### config.mk
export PLATFORM = sky130hd
export DESIGN_NAME = deint4_load
export DESIGN_NICKNAME = d
export VERILOG_FILES = /design/src/rtl/d4l_pkg.sv /design/src/rtl/d4l_addr_gen.sv /design/src/rtl/d4l_collect.sv /design/src/rtl/d4l_ctrl.sv /design/src/rtl/deint4_load.sv
export SDC_FILE = /design/constraint.sdc
export NUM_CORES = 1
export LEC_CHECK = 0
export BUFFER_PORTS_ARGS = -buffer_cell sky130_fd_sc_hd__clkbuf_2
export CORE_MARGIN = 10
export CORE_UTILIZATION = 63
export CTS_CLUSTER_DIAMETER = 120
export DETAILED_ROUTE_END_ITERATION = 10
export PLACE_DENSITY_LB_ADDON = 0.2
export SETUP_SLACK_MARGIN = 0.15
export SYNTH_ARGS = -nofsm -noshare
export SYNTH_HDL_FRONTEND = slang
export SYNTH_SLANG_ARGS = --single-unit
### constraint.sdc
create_clock -name clk -period 4.1 [get_ports clk]
set_input_delay 0.82 -clock clk [delete_from_list [all_inputs] [get_ports clk]]
set_output_delay 0.82 -clock clk [all_outputs]
set_load 0.005 [all_outputs]
### src/rtl/d4l_pkg.sv
package d4l_pkg;
  localparam int unsigned WORD_W = 32;
  localparam int unsigned NDST   = 4;
  localparam int unsigned ADDR_W = 64;

  typedef enum logic [2:0] {
    ST_IDLE,
    ST_RUN,
    ST_WRITE,
    ST_DONE,
    ST_FAULT
  } d4l_state_e;
endpackage

### src/rtl/d4l_addr_gen.sv
module d4l_addr_gen #(
  parameter int unsigned AW       = 64,
  parameter int unsigned SCALE_SH = 2,
  parameter int unsigned STEP     = 4
) (
  input  logic          clk,
  input  logic          rst_n,
  input  logic          load,
  input  logic          adv,
  input  logic [AW-1:0] base_i,
  input  logic [AW-1:0] index_i,
  output logic [AW-1:0] addr_o
);
  logic [AW-1:0] addr_q;
  logic [AW-1:0] addr_d;
  logic          addr_en;

  always_comb begin
    addr_en = load | adv;
    if (load) addr_d = base_i + (index_i << SCALE_SH);
    else      addr_d = addr_q + AW'(STEP);
  end

  always_ff @(posedge clk or negedge rst_n) begin
    if (!rst_n)       addr_q <= '0;
    else if (addr_en) addr_q <= addr_d;
  end

  assign addr_o = addr_q;
endmodule

### src/rtl/d4l_collect.sv
module d4l_collect #(
  parameter int unsigned ELEMS = 4,
  parameter int unsigned SW    = 4,
  localparam int unsigned VW   = ELEMS * d4l_pkg::WORD_W
) (
  input  logic                      clk,
  input  logic                      rst_n,
  input  logic                      wr_en,
  input  logic [SW-1:0]             slot,
  input  logic [d4l_pkg::WORD_W-1:0] wdata,
  input  logic [1:0]                rd_sel,
  output logic [VW-1:0]             rd_vec
);
  import d4l_pkg::*;

  logic [NDST-1:0][VW-1:0] rows;

  for (genvar r = 0; r < NDST; r++) begin : g_row
    for (genvar e = 0; e < ELEMS; e++) begin : g_elem
      logic [WORD_W-1:0] w_q;
      logic              w_en;
      assign w_en = wr_en && (slot == SW'(e * NDST + r));
      always_ff @(posedge clk or negedge rst_n) begin
        if (!rst_n)    w_q <= '0;
        else if (w_en) w_q <= wdata;
      end
      assign rows[r][e*WORD_W +: WORD_W] = w_q;
    end
  end

  assign rd_vec = rows[rd_sel];
endmodule

### src/rtl/d4l_ctrl.sv
module d4l_ctrl #(
  parameter int unsigned ELEMS = 4,
  parameter int unsigned SW    = 4,
  parameter int unsigned PL    = 16
) (
  input  logic          clk,
  input  logic          rst_n,
  input  logic          start,
  input  logic          base_is_sp,
  input  logic [3:0]    base_lo,
  input  logic [PL-1:0] pred_i,
  input  logic          sp_chk_none,
  input  logic          mem_rvalid,
  input  logic          mem_fault,
  output logic          load,
  output logic          adv,
  output logic          col_we,
  output logic          col_zero,
  output logic [SW-1:0] slot,
  output logic          mem_req,
  output logic          rf_we,
  output logic [1:0]    wsel,
  output logic          done,
  output logic          fault
);
  import d4l_pkg::*;

  localparam logic [SW-1:0] LAST_SLOT = SW'(ELEMS * NDST - 1);

  d4l_state_e       state_q, state_d;
  logic [SW-1:0]    slot_q, slot_d;
  logic [1:0]       wcnt_q, wcnt_d;
  logic [ELEMS-1:0] act_q, act_d;
  logic             any_act, misalign, cur_act, step;

  for (genvar e = 0; e < ELEMS; e++) begin : g_act
    assign act_d[e] = pred_i[NDST*e];
  end

  always_comb begin
    any_act  = |act_d;
    misalign = base_is_sp && (base_lo != 4'd0) && (any_act || sp_chk_none);
    cur_act  = act_q[slot_q[SW-1:2]];
  end

  always_comb begin
    state_d  = state_q;
    slot_d   = slot_q;
    wcnt_d   = wcnt_q;
    load     = 1'b0;
    adv      = 1'b0;
    col_we   = 1'b0;
    col_zero = 1'b0;
    mem_req  = 1'b0;
    rf_we    = 1'b0;
    done     = 1'b0;
    fault    = 1'b0;
    step     = 1'b0;
    unique case (state_q)
      ST_IDLE: begin
        if (start) begin
          load    = 1'b1;
          slot_d  = '0;
          state_d = misalign ? ST_FAULT : ST_RUN;
        end
      end
      ST_RUN: begin
        if (cur_act) begin
          mem_req = 1'b1;
          if (mem_fault)       state_d = ST_FAULT;
          else if (mem_rvalid) step = 1'b1;
        end else begin
          col_zero = 1'b1;
          step     = 1'b1;
        end
        if (step) begin
          col_we = 1'b1;
          adv    = 1'b1;
          if (slot_q == LAST_SLOT) begin
            state_d = ST_WRITE;
            wcnt_d  = 2'd0;
          end else begin
            slot_d = slot_q + SW'(1);
          end
        end
      end
      ST_WRITE: begin
        rf_we = 1'b1;
        if (wcnt_q == 2'd3) state_d = ST_DONE;
        else                wcnt_d  = wcnt_q + 2'd1;
      end
      ST_DONE: begin
        done    = 1'b1;
        state_d = ST_IDLE;
      end
      ST_FAULT: begin
        done    = 1'b1;
        fault   = 1'b1;
        state_d = ST_IDLE;
      end
      default: state_d = ST_IDLE;
    endcase
  end

  always_ff @(posedge clk or negedge rst_n) begin
    if (!rst_n) begin
      state_q <= ST_IDLE;
      slot_q  <= '0;
      wcnt_q  <= '0;
    end else begin
      state_q <= state_d;
      slot_q  <= slot_d;
      wcnt_q  <= wcnt_d;
    end
  end

  always_ff @(posedge clk or negedge rst_n) begin
    if (!rst_n)    act_q <= '0;
    else if (load) act_q <= act_d;
  end

  assign slot = slot_q;
  assign wsel = wcnt_q;
endmodule

### src/rtl/deint4_load.sv
module deint4_load #(
  parameter int unsigned VLEN = 128,
  localparam int unsigned ELEMS = VLEN / 32,
  localparam int unsigned PL    = VLEN / 8,
  localparam int unsigned SW    = $clog2(ELEMS * 4)
) (
  input  logic            clk,
  input  logic            rst_n,
  input  logic            start_i,
  input  logic [63:0]     base_i,
  input  logic [63:0]     index_i,
  input  logic            base_is_sp_i,
  input  logic [PL-1:0]   pred_i,
  input  logic [4:0]      dst_i,
  input  logic            sp_chk_none_i,
  output logic            mem_req_o,
  output logic [63:0]     mem_addr_o,
  input  logic            mem_rvalid_i,
  input  logic [31:0]     mem_rdata_i,
  input  logic            mem_fault_i,
  output logic            rf_we_o,
  output logic [4:0]      rf_waddr_o,
  output logic [VLEN-1:0] rf_wdata_o,
  output logic            done_o,
  output logic            fault_o
);
  import d4l_pkg::*;

  logic          load, adv, col_we, col_zero;
  logic [SW-1:0] slot;
  logic [1:0]    wsel;
  logic [4:0]    dst_q;
  logic [31:0]   col_wdata;

  d4l_ctrl #(.ELEMS(ELEMS), .SW(SW), .PL(PL)) u_ctrl (
    .clk         (clk),
    .rst_n       (rst_n),
    .start       (start_i),
    .base_is_sp  (base_is_sp_i),
    .base_lo     (base_i[3:0]),
    .pred_i      (pred_i),
    .sp_chk_none (sp_chk_none_i),
    .mem_rvalid  (mem_rvalid_i),
    .mem_fault   (mem_fault_i),
    .load        (load),
    .adv         (adv),
    .col_we      (col_we),
    .col_zero    (col_zero),
    .slot        (slot),
    .mem_req     (mem_req_o),
    .rf_we       (rf_we_o),
    .wsel        (wsel),
    .done        (done_o),
    .fault       (fault_o)
  );

  d4l_addr_gen #(.AW(ADDR_W), .SCALE_SH(2), .STEP(4)) u_addr (
    .clk     (clk),
    .rst_n   (rst_n),
    .load    (load),
    .adv     (adv),
    .base_i  (base_i),
    .index_i (index_i),
    .addr_o  (mem_addr_o)
  );

  assign col_wdata = col_zero ? 32'd0 : mem_rdata_i;

  d4l_collect #(.ELEMS(ELEMS), .SW(SW)) u_coll (
    .clk    (clk),
    .rst_n  (rst_n),
    .wr_en  (col_we),
    .slot   (slot),
    .wdata  (col_wdata),
    .rd_sel (wsel),
    .rd_vec (rf_wdata_o)
  );

  always_ff @(posedge clk or negedge rst_n) begin
    if (!rst_n)    dst_q <= '0;
    else if (load) dst_q <= dst_i;
  end

  assign rf_waddr_o = dst_q + {3'b000, wsel};
endmodule

==> run_results.csv, run 1 <==
group,metric,value,unit
setup_path,path_max_fanout,4,
yosys,synth_edf_count,0,
sta,tightest_slew,1.059,ns
setup_path,endpoint,"u_addr.addr_o[54]",
clock_network,ctsLongestPathBuffers,3,
pwr,p_per_area,573.5,nW/um2
clock_network,clkSlewWorstSetupHoldPaths,0.06,ns
clock_network,cts_tree,"built",
route,ant_nets,0,
route,drcViolationCount,0,
setup_path,critical-path-max-stage-delay,0.44,ns
setup_path,worstSetupPathDepth,12,
final_layout,fill_cells,3228,
clock_network,cts_setup_buffers,0,
setup_path,startpoint,"base_i[2]",
yosys,synthSimpleGateAreaFrac,0.1378,
clock_network,ctsResizeCount,0,
floorplanning,io_pins,389,
clock_network,holdBufCountCts,0,
grt,grt_pass1_wl,137300,um
yosys,synth-main-ff-cell,"dfrtp_1",
yosys,synth_compound_area_frac,0.1555,
yosys,ys_ff_latch,594,
yosys,ys_async_sr_fraction,1.000,
route,totalWireLength,86550,um
final_layout,area_growth,15.06,%
yosys,synth_mux_area_frac,0.1001,
clock_network,cts_root_buf,"clkbuf_16",
final_layout,final_util,0.7356,
final_layout,layout.cells.non_filler,3855,
setup_path,criticalPathCategory,"primary input to register",
run,max-cap-violations,0,
floorplanning,die_x,235.1,um
place,hpwlAfterDp,57820,um
place,place.gp.congestion,0.9341,
route,drt_first_pass_iters,5,
setup_path,cp_data_arrival_time,4.04,ns
floorplanning,placementRows,78,
sta,final-setup-viol-count,0,
grt,antenna_found_initial,2,
floorplanning,dieArea,55250,um2
clock_network,cts_sinks,594,
floorplanning,coreArea,45580,um2
yosys,synthAdderAreaFrac,0.03100,
yosys,mappedNetlistArea,29140,um2
setup_path,reg2reg_setup_slack,0.81,ns
final_layout,drive_gt1_frac,0.2136,
final_layout,fin_nets,3463,
floorplanning,die_h,235.1,um
yosys,synth_top_family_by_area,"compound AO/OA/AOI/OAI gates",
grt,use_met1,0.3802,
yosys,yosys_warnings,0,
setup_path,r2r-end,"u_coll.g_row[0].g_elem[2].w_q[12]",
outcome,run_status,"finished, final reports clean",
grt,grt_max_degree,99,
yosys,ys_types,66,
floorplanning,initial_core_util,0.6393,
setup_path,cp-end-kind,"register",
pwr,vdd_drop_max,0.4261,mV
clock_network,cts_max_level,2,
yosys,ys_seq_area_frac,0.5101,
setup_path,cp-start-kind,"primary input",
route,drtIter0Drc,1954,
sta,period_share,0.8626,
sta,period_minus_slack,3.537,ns
grt,grt_usage,0.3086,
setup_path,critPathTopFamily,"compound AO/OA/AOI/OAI gates",
grt,grt.overflow.total,0,
sta,setup_tns,0,ns
place,placed_cells,3743,
sta,max_freq,282.7,MHz
sta,hold_viol_final,0,
route,wl_per_cell,22.45,um
clock_network,numCtsBuffers,59,
grt,grt.busiest_layer,"met2",
yosys,synth_nets,3191,
sta,maxSlewViolCount,0,
setup_path,r2r_cells,7,
setup_path,cp_num_buf_inv,1,
worst_hold_path,min_path_type,"primary input to asynchronous set/reset pin",
route,viasPerCell,6.264,
setup_path,crit_chain,"clkbuf_2 -> ha_1 -> fa_1 -> a211oi_1 -> o211ai_1 -> nand4b_1 -> a31oi_1 -> o211ai_1 -> a41oi_1 -> a211o_1 -> a211o_1 -> a22o_1",
sta,slew_headroom,0.2941,
grt,grt_pass1_vias,24839,
yosys,avgSynthCellArea,9.938,um2
place,io_buffers,374,
grt,use_met2,0.5104,
clock_network,clock_latency,0.63,ns
yosys,synth_cells,2932,
sta,rsz0062_at_grt,"no",
setup_path,required,4.60,ns
route,vias,24146,
pwr,leakage,15.90,nW
grt,use_met3,0.08067,
setup_path,cp_slowest_cell,"fa_1",
sta,finClkSkew,0.01815,ns
setup_path,r2r_start,"u_ctrl.slot[2]",
yosys,synth-xor-area-share,0.03246,
[worst min-delay path by stage]
stage,from,to
after floorplan,u_ctrl.act_q[2],u_ctrl.act_q[2]
after global placement,u_coll.g_row[3].g_elem[1].w_q[28],u_coll.g_row[3].g_elem[1].w_q[28]
after CTS,rst_n,u_coll.g_row[0].g_elem[2].w_q[8]
after detailed placement,u_coll.g_row[2].g_elem[0].w_q[25],u_coll.g_row[2].g_elem[0].w_q[25]
final,rst_n,u_coll.g_row[0].g_elem[2].w_q[8]
after global routing,rst_n,u_coll.g_row[0].g_elem[2].w_q[8]
[cells in the mapped netlist (4+ instances only)]
cell,instances,share of area
a211oi_1,13,0.0033
a21o_1,37,0.0095
a21oi_1,96,0.016
a221oi_1,4,0.0012
a311oi_1,4,0.0012
a31o_2,4,0.0012
a31oi_1,18,0.0039
a41o_1,5,0.0017
and2_1,12,0.0026
and3_1,21,0.0045
and4_1,11,0.0033
buf_1,19,0.0024
clkbuf_1,199,0.026
dfrtp_1,594,0.51
ha_1,69,0.030
inv_1,31,0.0040
mux4_2,129,0.10
nand2_1,704,0.091
nand3_1,53,0.0091
nand4_1,31,0.0067
nor2_1,62,0.0080
nor2b_1,11,0.0024
nor3_1,16,0.0027
nor4_1,5,0.0011
o211ai_1,8,0.0021
o21ai_0,596,0.10
o21bai_1,12,0.0031
or2_2,5,0.0011
xnor2_1,68,0.020
xor2_1,40,0.012
[routing by layer]
| metal | up-vias | wire, um | part of all wire |
|---|---|---|---|
| li1 | 10821 | - | - |
| met2 | 1064 | 42950 | 0.50 |
| met1 | 12083 | 32960 | 0.38 |
| met4 | 0 | 3242 | 0.037 |
| met3 | 178 | 7395 | 0.085 |
| met5 | - | 0 | 0 |
[final cells by class]
| type | count | area, um2 | area share |
|---|---|---|---|
| clock buffer | 85 | 1725 | 0.05146 |
| antenna | 2 | 5.005 | 0.0001493 |
| tap | 600 | 750.7 | 0.02239 |
| multi-input combinational | 2085 | 13380 | 0.3991 |
| clock inverter | 25 | 266.5 | 0.007949 |
| inverter | 31 | 116.4 | 0.003471 |
| sequential | 594 | 14870 | 0.4436 |
| timing repair buffer | 433 | 2412 | 0.07195 |
[state kept, by name, summed over array words and instances, names as in the netlist]
name,cells
u_ctrl.act_q,4
u_ctrl.state_q,3
u_coll.g_row.g_elem.w_q,512
u_addr.addr_o,64
dst_q,5
u_ctrl.wsel,2
u_ctrl.slot,4
[power by group]
| part | internal, W | switching, W |
|---|---|---|
| registers | 0.00738 | 0.00114 |
| logic | 0.00201 | 0.00315 |
| clock network | 0.00318 | 0.00236 |
| total | 0.0126 | 0.00665 |
[cells in the final DEF (no fill, tap or decap), types with 60 or more instances in the layout]
cell type  count
nor2_1        61
dfrtp_1      592
ha_1          69
xnor2_1       68
clkbuf_16     60
o21ai_0      596
clkbuf_2     373
a21oi_1       96
mux4_2       129
nand2_1      703
[logic make-up after synthesis]
logic type	after synthesis
XOR/XNOR	108
flip-flops	594
multiplexers	130
buffers and inverters	253
AND/OR/NAND/NOR	948
AO/OA/AOI/OAI	828
adder cells (fa/ha/maj)	71
[worst reg2reg max path: cells and delay by family, from the launching register on]
family / cells / cell delay (ns)
AO/OA/AOI/OAI: 1 / 0.13
buffers and inverters: 1 / 0.42
flip-flops: 1 / 0.58
multiplexers: 1 / 0.63
AND/OR/NAND/NOR: 4 / 1.36
[stage by stage]
| stage | power [W] | area, um2 | hold slack [ns] | setup WS [ns] |
|---|---|---|---|---|
| after global routing | 0.02027 | 33520 | 0.2580 | 0.4757 |
| after detailed placement | 0.01363 | 31530 | 0.4645 | 0.07689 |
| after CTS | 0.01924 | 33520 | 0.2330 | 0.5874 |
| after global placement | 0.01329 | 31530 | 0.4561 | 0.1035 |
| after floorplan | 0.01141 | 29140 | 0.4403 | 0.5800 |
| final | 0.01923 | 33530 | 0.2065 | 0.5632 |
Note: power is estimated with default switching activity, not from simulation.
==> run 2: changes to the inputs <==
--- a/config.mk
+++ b/config.mk
@@ -5,9 +5,12 @@
 export SDC_FILE = /design/constraint.sdc
 export NUM_CORES = 1
 export LEC_CHECK = 0
+export ABC_CLOCK_PERIOD_IN_PS = 4100
 export BUFFER_PORTS_ARGS = -buffer_cell sky130_fd_sc_hd__clkbuf_2
-export CORE_MARGIN = 10
-export CORE_UTILIZATION = 63
+export CELL_PAD_IN_SITES_DETAIL_PLACEMENT = 1
+export CELL_PAD_IN_SITES_GLOBAL_PLACEMENT = 2
+export CORE_MARGIN = 5
+export CORE_UTILIZATION = 40
 export CTS_CLUSTER_DIAMETER = 120
 export DETAILED_ROUTE_END_ITERATION = 10
 export PLACE_DENSITY_LB_ADDON = 0.2
==> run_results.csv, run 2 (same netlist as run 1, synthesis figures left out) <==
group,metric,value,unit
outcome,run_status,"finished, final reports clean",
setup_path,r2r_start,"u_ctrl.slot[2]",
clock_network,cts_setup_buffers,0,
clock_network,ctsResizeCount,0,
place,placed_cells,4107,
route,drt_first_pass_iters,5,
run,max-cap-violations,0,
setup_path,cp_data_arrival_time,4.03,ns
floorplanning,io_pins,389,
floorplanning,placementRows,99,
route,drcViolationCount,0,
sta,setup_ws,0.5543,ns
grt,grt_usage,0.2412,
final_layout,area_growth,17.93,%
sta,period_minus_slack,3.546,ns
pwr,leakage,16.09,nW
setup_path,required,4.58,ns
sta,max_freq,282.0,MHz
clock_network,cts_sinks,594,
setup_path,critical-path-max-stage-delay,0.42,ns
clock_network,numCtsBuffers,68,
final_layout,layout_common_cells,"nand2_1, o21ai_0, dfrtp_1",
route,ant_nets,0,
setup_path,endpoint,"u_addr.addr_o[54]",
clock_network,cts_root_buf,"clkbuf_16",
floorplanning,die_x,279.9,um
clock_network,clkSlewWorstSetupHoldPaths,0.05,ns
grt,grt.overflow.total,0,
route,totalWireLength,94610,um
clock_network,cts_max_level,3,
setup_path,criticalPathCategory,"primary input to register",
pwr,vdd_drop_max,0.3696,mV
setup_path,r2r-end,"u_coll.g_row[0].g_elem[0].w_q[12]",
clock_network,holdBufCountCts,0,
sta,tightest_slew,1.095,ns
route,drtIter0Drc,1164,
sta,period_share,0.8648,
sta,hold_viol_final,0,
grt,grt_pass1_wl,149700,um
setup_path,worstSetupPathDepth,12,
setup_path,startpoint,"base_i[2]",
setup_path,critPathTopFamily,"compound AO/OA/AOI/OAI gates",
floorplanning,die_h,279.9,um
sta,slew_headroom,0.2703,
final_layout,fin_nets,3477,
clock_network,ctsLongestPathBuffers,3,
sta,final-setup-viol-count,0,
setup_path,cp-end-kind,"register",
pwr,p_per_area,579.6,nW/um2
grt,antenna_found_initial,2,
final_layout,top_register,"u_coll.g_row.g_elem.w_q",
sta,finClkSkew,0.02045,ns
setup_path,crit_chain,"clkbuf_2 -> ha_1 -> fa_1 -> a211oi_1 -> o211ai_1 -> nand4b_1 -> a31oi_1 -> o211ai_1 -> a41oi_1 -> a211o_1 -> a211o_1 -> a22o_1",
final_layout,largest_reg_flops,512,
setup_path,cp_slowest_cell,"fa_1",
place,place.gp.congestion,0.8867,
sta,setup_tns,0,ns
setup_path,path_max_fanout,3,
place,hpwlAfterDp,65360,um
sta,rsz0062_at_grt,"no",
floorplanning,coreArea,72590,um2
setup_path,reg2reg_setup_slack,0.60,ns
sta,hold_ws,0.2424,ns
route,vias,23453,
place,pre_cts_slack,0.001582,ns
worst_hold_path,min_path_type,"primary input to asynchronous set/reset pin",
floorplanning,initial_core_util,0.4014,
final_layout,drive_gt1_frac,0.2150,
route,wl_per_cell,22.39,um
sta,maxSlewViolCount,0,
pwr,fin_total_pwr,0.01992,W
floorplanning,dieArea,78340,um2
setup_path,r2r_cells,7,
setup_path,cp_num_buf_inv,1,
final_layout,final_common_cell,"nand2_1",
grt,grt_pass1_vias,25868,
route,viasPerCell,5.550,
grt,grt_max_degree,92,
clock_network,cts_tree,"built",
final_layout,layout.cells.non_filler,4226,
setup_path,cp-start-kind,"primary input",
place,io_buffers,374,
clock_network,clock_latency,0.60,ns
==> run 2: through the flow <==
stage                       util  area [um2]
after floorplan                -       29140
after global placement    0.4425       32120
after detailed placement  0.4425       32120
after CTS                 0.4733       34360
after global routing      0.4734       34360
final                     0.4734       34360
==> run 2: worst min-delay path by stage <==
| stage | startpoint | slack, ns | cells past startpoint | to |
|---|---|---|---|---|
| after CTS | rst_n | 0.27 | 1 | u_coll.g_row[0].g_elem[2].w_q[5] |
| after detailed placement | u_coll.g_row[3].g_elem[1].w_q[29] | 0.46 | 2 | u_coll.g_row[3].g_elem[1].w_q[29] |
| after global routing | rst_n | 0.27 | 1 | u_coll.g_row[1].g_elem[2].w_q[5] |
| after floorplan | u_ctrl.act_q[2] | 0.44 | 2 | u_ctrl.act_q[2] |
| final | rst_n | 0.24 | 1 | u_coll.g_row[0].g_elem[2].w_q[5] |
| after global placement | u_coll.g_row[3].g_elem[3].w_q[28] | 0.46 | 2 | u_coll.g_row[3].g_elem[3].w_q[28] |
==> run 2: cell type report <==
| type | count | area, um2 |
|---|---|---|
| antenna | 2 | 5.005 |
| clock buffer | 100 | 2017 |
| clock inverter | 17 | 224.0 |
| fill | 8169 | 38220 |
| inverter | 31 | 116.4 |
| multi-input combinational | 2085 | 13380 |
| sequential | 594 | 14870 |
| tap | 959 | 1200 |
| timing repair buffer | 438 | 2550 |
==> run 2: report_power, final <==
group / switching (W) / internal, W
Clock: 0.00248 / 0.00367
Combinational: 0.00324 / 0.00205
Sequential: 0.00109 / 0.00739
Total: 0.00681 / 0.0131
==> run 2: metal layers <==
layer | up-vias | GRT usage | share of wire
met2 | 402 | 0.4222 | 0.50
met3 | 132 | 0.04167 | 0.039
met5 | - | 0 | 0.00013
li1 | 10853 | - | -
met4 | 2 | 0.05715 | 0.025
met1 | 12064 | 0.3154 | 0.43
==> run 3: changes to the inputs <==
--- a/config.mk
+++ b/config.mk
@@ -5,7 +5,7 @@
 export SDC_FILE = /design/constraint.sdc
 export NUM_CORES = 1
 export LEC_CHECK = 0
-export ABC_CLOCK_PERIOD_IN_PS = 4100
+export ABC_CLOCK_PERIOD_IN_PS = 4290
 export BUFFER_PORTS_ARGS = -buffer_cell sky130_fd_sc_hd__clkbuf_2
 export CELL_PAD_IN_SITES_DETAIL_PLACEMENT = 1
 export CELL_PAD_IN_SITES_GLOBAL_PLACEMENT = 2
==> constraint.sdc (replaced) <==
create_clock -name clk -period 4.29 [get_ports clk]
set_input_delay 0.858 -clock clk [delete_from_list [all_inputs] [get_ports clk]]
set_output_delay 0.858 -clock clk [all_outputs]
set_load 0.005 [all_outputs]
==> run_results.csv, run 3 (same netlist as run 1, synthesis figures left out) <==
group,metric,value,unit
floorplanning,io_pins,389,
place,pre_cts_slack,0.1260,ns
final_layout,largest_reg_flops,512,
pwr,power_switching,0.006496,W
pwr,p_int,0.01282,W
setup_path,reg2reg_setup_slack,0.87,ns
sta,rsz0062_at_grt,"no",
sta,period_minus_slack,3.619,ns
place,place.gp.congestion,0.8760,
sta,maxSlewViolCount,0,
place,hpwlAfterDp,63780,um
clock_network,cts_root_buf,"clkbuf_16",
route,drt_first_pass_iters,5,
run,max-cap-violations,0,
worst_hold_path,min_path_type,"primary input to asynchronous set/reset pin",
pwr,p_per_area,561.4,nW/um2
outcome,run_status,"finished, final reports clean",
setup_path,cp-start-kind,"register",
setup_path,r2r_start,"u_ctrl.slot[2]",
sta,setup_tns,0,ns
pwr,vdd_drop_max,0.3050,mV
floorplanning,dieArea,78340,um2
setup_path,required,3.43,ns
pwr,comb_power_share,0.258,
pwr,power.share.switching,0.3364,
setup_path,path_max_fanout,26,
route,vias,23400,
grt,grt_max_degree,107,
clock_network,clock_latency,0.61,ns
clock_network,numCtsBuffers,68,
final_layout,top_register,"u_coll.g_row.g_elem.w_q",
clock_network,cts_tree,"built",
final_layout,final_common_cell,"nand2_1",
grt,grt_usage,0.2384,
route,totalWireLength,93810,um
sta,hold_viol_final,0,
pwr,p_clk_frac,0.321,
floorplanning,coreArea,72590,um2
sta,finClkSkew,0.03048,ns
setup_path,r2r_cells,10,
clock_network,ctsLongestPathBuffers,3,
floorplanning,die_x,279.9,um
sta,setup_ws,0.6711,ns
route,drcViolationCount,0,
sta,period_share,0.8436,
sta,tightest_slew,1.083,ns
place,placed_cells,4098,
clock_network,clkSlewWorstSetupHoldPaths,0.06,ns
sta,hold_ws,0.2587,ns
place,io_buffers,374,
grt,antenna_found_initial,4,
sta,final-setup-viol-count,0,
final_layout,area_growth,18.05,%
sta,max_freq,276.3,MHz
final_layout,drive_gt1_frac,0.2154,
setup_path,criticalPathCategory,"register to output pin",
clock_network,ctsResizeCount,0,
clock_network,cts_max_level,3,
pwr,leakage,16.09,nW
final_layout,layout_common_cells,"nand2_1, o21ai_0, dfrtp_1",
sta,slew_headroom,0.2783,
final_layout,fin_nets,3468,
floorplanning,initial_core_util,0.4014,
route,wl_per_cell,22.21,um
grt,grt_pass1_vias,25646,
final_layout,layout.cells.non_filler,4224,
route,drtIter0Drc,1273,
floorplanning,die_h,279.9,um
setup_path,r2r-end,"u_addr.addr_o[63]",
pwr,seqPwrFrac,0.421,
setup_path,cp_data_arrival_time,2.76,ns
clock_network,cts_sinks,594,
grt,grt.overflow.total,0,
clock_network,cts_setup_buffers,0,
route,ant_nets,0,
setup_path,cp-end-kind,"output pin",
route,viasPerCell,5.540,
grt,grt_pass1_wl,148300,um
floorplanning,placementRows,99,
clock_network,holdBufCountCts,0,
[run 3: final cells by class]
class / instances / area (um2)
Antenna cell: 2 / 5.005
Clock buffer: 104 / 2102
Clock inverter: 20 / 316.6
Fill cell: 8138 / 38190
Inverter: 31 / 116.4
Multi-Input combinational cell: 2085 / 13380
Sequential cell: 594 / 14870
Tap cell: 959 / 1200
Timing Repair Buffer: 429 / 2407
[run 3: how the worst max path moves through the flow]
stage / cells past startpoint / start / slack (ns) / endpoint
detailed placement: 12 / base_i[2] / 0.13 / u_addr.addr_o[54]
global placement: 12 / base_i[2] / 0.15 / u_addr.addr_o[54]
finish: 6 / u_ctrl.wsel[0] / 0.67 / rf_waddr_o[4]
CTS: 6 / u_ctrl.wsel[0] / 0.58 / rf_waddr_o[4]
global route: 6 / u_ctrl.wsel[0] / 0.53 / rf_waddr_o[4]
floorplan: 11 / base_i[2] / 0.73 / u_addr.addr_o[54]
[run 3: stage by stage]
step           area (um2)  power (W)  utilization
6_report            34400    0.01931       0.4739
5_1_grt             34400    0.02049       0.4739
4_1_cts             34390    0.01955       0.4738
3_5_place_dp        31970    0.01325       0.4405
3_3_place_gp        31970    0.01289       0.4405
2_1_floorplan       29140    0.01091            -
[run 3: routing by layer]
| layer | global-route usage | vias up | share of wire |
|---|---|---|---|
| met1 | 0.3142 | 12012 | 0.43 |
| met5 | 0 | - | 0.00030 |
| met3 | 0.03942 | 134 | 0.039 |
| met4 | 0.06308 | 4 | 0.027 |
| met2 | 0.4126 | 431 | 0.50 |
| li1 | - | 10819 | - |
[run 3: power groups by stage]
stage	Combinational (W)	Clock, W	Sequential (W)
2_1_floorplan	0.00306	0	0.00785
3_3_place_gp	0.00484	0	0.00806
3_5_place_dp	0.00505	0	0.00820
4_1_cts	0.00509	0.00634	0.00812
5_1_grt	0.00561	0.00658	0.00830
6_report	0.00498	0.00621	0.00812
[run 3: worst max-delay path: stages (launching register included)]
cell and delay [ns]:
dfrtp_4 0.88, ha_1 0.29, inv_1 0.06, fa_1 0.41, nand3b_1 0.21, xnor2_1 0.17
clkbuf_2 0.14
